## config.mk

```make
export PLATFORM = sky130hd
export DESIGN_NAME = vpic
export DESIGN_NICKNAME = d
export VERILOG_FILES = /design/src/rtl/vpic.sv
export SDC_FILE = /design/constraint.sdc
export NUM_CORES = 2
export LEC_CHECK = 0
export ABC_AREA = 1
export CAP_MARGIN = 15
export CORE_MARGIN = 2
export CORE_UTILIZATION = 51
export DETAILED_ROUTE_END_ITERATION = 7
export GPL_TIMING_DRIVEN = 0
export PLACE_DENSITY = 0.69
export SETUP_SLACK_MARGIN = 0.1
export SYNTH_ARGS = -nofsm -noshare
export SYNTH_HDL_FRONTEND = slang
export SYNTH_SLANG_ARGS = --single-unit
```

## constraint.sdc

```tcl
create_clock -name clk -period 275.8 [get_ports clk]
set_input_delay 41.37 -clock clk [delete_from_list [all_inputs] [get_ports clk]]
set_output_delay 41.37 -clock clk [all_outputs]
set_load 0.01 [all_outputs]
```

## src/rtl/vpic.sv

```systemverilog
module vpic #(
  parameter int          N_TRAP   = 8,
  parameter int          N_SRC    = 118,
  parameter logic [23:0] PRI_BASE = 24'h000004,
  parameter logic [23:0] ALT_BASE = 24'h000104,
  parameter int          ALT_BIT  = 15,
  localparam int NV = N_TRAP + N_SRC,
  localparam int VW = $clog2(NV),
  localparam int AW = $clog2(N_SRC + 1)
) (
  input  logic              clk,
  input  logic              rst_n,
  input  logic [N_TRAP-1:0] trap_req,
  input  logic [N_SRC-1:0]  irq_req,
  input  logic [2:0]        cpu_ipl,
  input  logic              ack,
  input  logic [VW-1:0]     ack_vec,
  input  logic              cfg_we,
  input  logic [AW-1:0]     cfg_addr,
  input  logic [15:0]       cfg_wdata,
  output logic              cpu_req,
  output logic [VW-1:0]     vec_num,
  output logic [23:0]       vec_addr
);

  logic [N_TRAP-1:0] trap_pend;
  logic [N_SRC-1:0]  irq_pend;
  logic [N_SRC-1:0]  irq_en;
  logic [2:0]        irq_pri [N_SRC];
  logic              alt_sel;

  always_ff @(posedge clk)
    if (!rst_n)                          alt_sel <= 1'b0;
    else if (cfg_we && cfg_addr == '0)   alt_sel <= cfg_wdata[ALT_BIT];

  for (genvar t = 0; t < N_TRAP; t++) begin : g_trap
    localparam logic [VW-1:0] TV = VW'(t);
    always_ff @(posedge clk)
      if (!rst_n)                        trap_pend[t] <= 1'b0;
      else if (trap_req[t])              trap_pend[t] <= 1'b1;
      else if (ack && ack_vec == TV)     trap_pend[t] <= 1'b0;
  end

  for (genvar i = 0; i < N_SRC; i++) begin : g_src
    localparam logic [VW-1:0] SV = VW'(N_TRAP + i);
    localparam logic [AW-1:0] CA = AW'(i + 1);
    always_ff @(posedge clk)
      if (!rst_n)                        irq_pend[i] <= 1'b0;
      else if (irq_req[i])               irq_pend[i] <= 1'b1;
      else if (ack && ack_vec == SV)     irq_pend[i] <= 1'b0;
    always_ff @(posedge clk)
      if (!rst_n) begin
        irq_en[i]  <= 1'b0;
        irq_pri[i] <= 3'd0;
      end else if (cfg_we && cfg_addr == CA) begin
        irq_en[i]  <= cfg_wdata[3];
        irq_pri[i] <= cfg_wdata[2:0];
      end
  end

  logic          win_any;
  logic [VW-1:0] win_vec;
  logic [2:0]    best;

  always_comb begin
    win_any = 1'b0;
    win_vec = '0;
    best    = 3'd0;
    for (int t = N_TRAP - 1; t >= 0; t--)
      if (trap_pend[t]) begin
        win_any = 1'b1;
        win_vec = VW'(t);
      end
    if (trap_pend == '0)
      for (int i = 0; i < N_SRC; i++)
        if (irq_pend[i] && irq_en[i] && irq_pri[i] > cpu_ipl && irq_pri[i] > best) begin
          best    = irq_pri[i];
          win_any = 1'b1;
          win_vec = VW'(N_TRAP + i);
        end
  end

  always_ff @(posedge clk)
    if (!rst_n) begin
      cpu_req  <= 1'b0;
      vec_num  <= '0;
      vec_addr <= '0;
    end else begin
      cpu_req <= win_any;
      if (win_any) begin
        vec_num  <= win_vec;
        vec_addr <= (alt_sel ? ALT_BASE : PRI_BASE) + (24'(win_vec) << 1);
      end
    end

  logic [NV-1:0] req_all, pend_all;
  assign req_all  = {irq_req, trap_req};
  assign pend_all = {irq_pend, trap_pend};

  AST_TRAP_FIRST: assert property (@(posedge clk) disable iff (!rst_n)
    (trap_pend != '0) |=> (cpu_req && vec_num < VW'(N_TRAP)));

  AST_MASK_TOP: assert property (@(posedge clk) disable iff (!rst_n)
    (trap_pend == '0 && cpu_ipl == 3'd7) |=> !cpu_req);

  AST_ENTRY_ADDR: assert property (@(posedge clk) disable iff (!rst_n)
    cpu_req |-> vec_addr == (($past(alt_sel)) ? ALT_BASE : PRI_BASE) + (24'(vec_num) << 1));

  AST_ACK_CLEAR: assert property (@(posedge clk) disable iff (!rst_n)
    (ack && ack_vec < VW'(NV) && !req_all[ack_vec]) |=> !pend_all[$past(ack_vec)]);

  AST_IDLE_HOLD: assert property (@(posedge clk) disable iff (!rst_n)
    !win_any |=> (!cpu_req && $stable(vec_num) && $stable(vec_addr)));

endmodule

```

==> flow_summary_export.csv <==
group,metric,value,unit
synthesis,synth_edf_count,354,
synthesis,synthesis.area,0.0478,mm^2
critical_path,path_common_cell,"o21ai_0",
synthesis,yosysTopAreaCell,"edfxtp_1",
critical_path,rrSetupSlack,139.21,ns
run_status,status,"complete, no violations",
sta,fmax,0.00561,GHz
routing,wl_per_cell,20.9,um
critical_path,worstReg2RegEnd,"vec_addr[5]",
sta,fin_skew,0.0320,ns
clock_network,postCtsSetupBuffers,0,
sta,hold_ws,0.450,ns
synthesis,synth_top_area_frac,0.222,
sta,timing.final.crit_share,0.647,
clock_network,clkSlewWorstSetupHoldPaths,0.06,ns
flow_run,drv_cap,0,
critical_path,rr_startpoint,"irq_pri[0][2]",
place,dp_hpwl,124000,um
sta,tns,0,ns
clock_network,htree_levels,3,
critical_path,end_kind,"flop",
synthesis,yosysWarnings,0,
power,p_leak,25.1,nW
critical_path,start_kind,"input pin",
final_layout,nets,7151,
critical_path,cpMaxStageDelayCell,"nor4_1",
clock_network,postCtsHoldBufs,0,
critical_path,arrival,178.84,ns
critical_path,crit_start,"cpu_ipl[1]",
place,place.gp.congestion,0.977,
sta,rsz0062_at_grt,"false",
synthesis,async_flop_share,0,
sta,slew_headroom,0.152,
routing,dr.first_iter.drc_count,4403,
global_route,grt.overflow.total,0,
clock_network,cts_buffer_depth,3,
place,place_ws,98.13,ns
power,p_clk_frac,0.426,
die,rows,112,
power,switching_share,0.289,
die,die_height,310,um
final_layout,area_delta_synth_final,13.3,%
clock_network,cts_root_buffer,"clkbuf_16",
die,start_util,0.513,
place,portBuffers,165,
power,switchingPower,72.6,uW
global_route,grt_pass1_vias,42100,
synthesis,synthFlopType,"edfxtp_1",
routing,drc,0,
sta,worstMarginPinSlew,1.27,ns
synthesis,ys_ff_latch,615,
sta,setup_slack,97.49,ns
die,floorplan.die_area,0.0963,mm^2
critical_path,max_stage_delay,0.72,ns
synthesis,yosysSeqAreaShare,0.331,
clock_network,tritoncts,"yes",
critical_path,crit_fanout,61,
critical_path,criticalPathCategory,"input pin to flop",
global_route,grt_max_degree,72,
synthesis,syn-instance-count,6235,
worst_hold_path,hold_start,"vec_addr[5]",
sta,drv_slew,0,
worst_hold_path,hold_path_class,"flop to flop",
clock_network,cts_resized,0,
critical_path,crit_end,"vec_addr[5]",
die,die_w,310,um
power,seqPwrFrac,0.416,
power,ir_drop,0.00480,mV
global_route,grt_usage,0.336,
die,core,0.0932,mm^2
synthesis,synth_area_leaders,"edfxtp_1 (22%), ha_1 (13%), dfxtp_1 (11%)",
clock_network,cts_sinks,615,
sta,hold_viol,0,
die,io_pins,195,
power,p_int,179,uW
global_route,grt_pass1_wl,242000,um
sta,finalCriticalPeriod,178.31,ns
clock_network,cts_buffers,75,
clock_network,clkLatencyLatePin,0.67,ns
power,powerDensity,4.64,mW/mm^2
power,combPwrFrac,0.158,
synthesis,synth.avg_cell_area,7.67,um^2
synthesis,ys_types,67,
critical_path,r2r_cells,803,
routing,vias,44900,
routing,wl,164000,um
sta,setup_viol,0,
routing,postRouteAntennaNets,0,
critical_path,worstPathRequired,276.33,ns
final_layout,drive_above_1_share,0.147,
routing,via_per_inst,5.73,
global_route,antenna_found_initial,11,
routing,first_pass_iters,6,
## critical path: cells and delay by family
kind | cells | cell delay (ns)
adders and majority gates | 137 | 39.80
and+or+nand+nor | 579 | 68.50
buffers and inverters | 25 | 3.77
AOI/OAI and AO/OA | 192 | 46.71
## area by class of cell
type	count	area, um^2
Fill cell	8594	39000
Multi-Input combinational cell	4608	27800
Sequential cell	615	15900
Inverter	887	3600
Clock buffer	101	2170
Timing Repair Buffer	181	2100
Tap cell	1254	1570
Buffer	139	616
Clock inverter	39	448
Antenna cell	7	17.5
## Yosys cell counts (107+ instances only)
cell / number
ha_1: 481
nor2_1: 654
nand2_1: 977
a21oi_1: 302
nand3_2: 161
inv_1: 800
nand2_2: 270
dfxtp_1: 261
o21ai_0: 496
nand3_1: 598
clkbuf_1: 107
edfxtp_1: 354
## through the flow
step	std cells	utilization	cell area (um^2)	power (mW)
floorplan	6249	-	47900	0.131
CTS	7824	0.582	54200	0.250
global route	7827	0.582	54200	0.259
finish	7831	0.582	54200	0.251
global placement	7668	0.549	51100	0.144
detailed placement	7684	0.553	51600	0.145
## routing by layer
metal / up-vias / track usage / wire (um)
met5: - / 0 / 80
met4: 12 / 0.185 / 10400
met3: 464 / 0.0665 / 15100
met2: 1748 / 0.550 / 73800
met1: 21000 / 0.415 / 64500
li1: 21700 / - / -
## registers in the layout, indices dropped and copies added, names as in the netlist
name,cells
irq_pend,118
irq_pri,354
cpu_req,1
vec_num,7
irq_en,118
pend_all,8
vec_addr,8
alt_sel,1
## cells by family (layout without fill, tap and decap cells)
| group | Yosys count | after routing | share of synthesized area |
|---|---|---|---|
| AO/OA/AOI/OAI | 1042 | 1042 | 0.124 |
| adder cells (fa/ha/maj) | 481 | 481 | 0.126 |
| buffers and inverters | 1026 | 1347 | 0.0878 |
| flip-flops | 615 | 615 | 0.331 |
| other | 1 | 22 | 0.0000784 |
| AND/OR/NAND/NOR | 3070 | 3070 | 0.331 |
## power by group through the flow
stage | Sequential [mW] | Clock, mW | Combinational (mW)
after floorplan | 0.105 | 0 | 0.0261
after global placement | 0.106 | 0 | 0.0372
after detailed placement | 0.106 | 0 | 0.0389
after CTS | 0.105 | 0.107 | 0.0392
after global routing | 0.105 | 0.110 | 0.0438
final | 0.105 | 0.107 | 0.0397
## worst min-delay path by stage
| stage | end | slack, ns | cells after the start |
|---|---|---|---|
| after floorplan | irq_en[111] | 0.44 | 2 |
| after global placement | vec_addr[5] | 0.44 | 2 |
| after detailed placement | vec_addr[4] | 0.44 | 2 |
| after CTS | vec_addr[4] | 0.45 | 2 |
| after global routing | vec_addr[4] | 0.48 | 2 |
| final | vec_addr[5] | 0.45 | 2 |
## cells in the final DEF (no fill, tap or decap), drive strengths merged, types with 43 or more instances in the layout
| cell | count |
|---|---|
| nand2 | 1307 |
| inv | 868 |
| nand3 | 789 |
| nor2 | 691 |
| o21ai | 550 |
| ha | 481 |
| edfxtp | 354 |
| a21oi | 334 |
| dfxtp | 261 |
| clkbuf | 208 |
| clkdlybuf4s50 | 164 |
| nand4 | 81 |
| or2 | 80 |
| nor3 | 74 |
| buf | 49 |
| a211oi | 46 |
| o22ai | 43 |
Note: power is estimated with default switching activity, not from simulation.
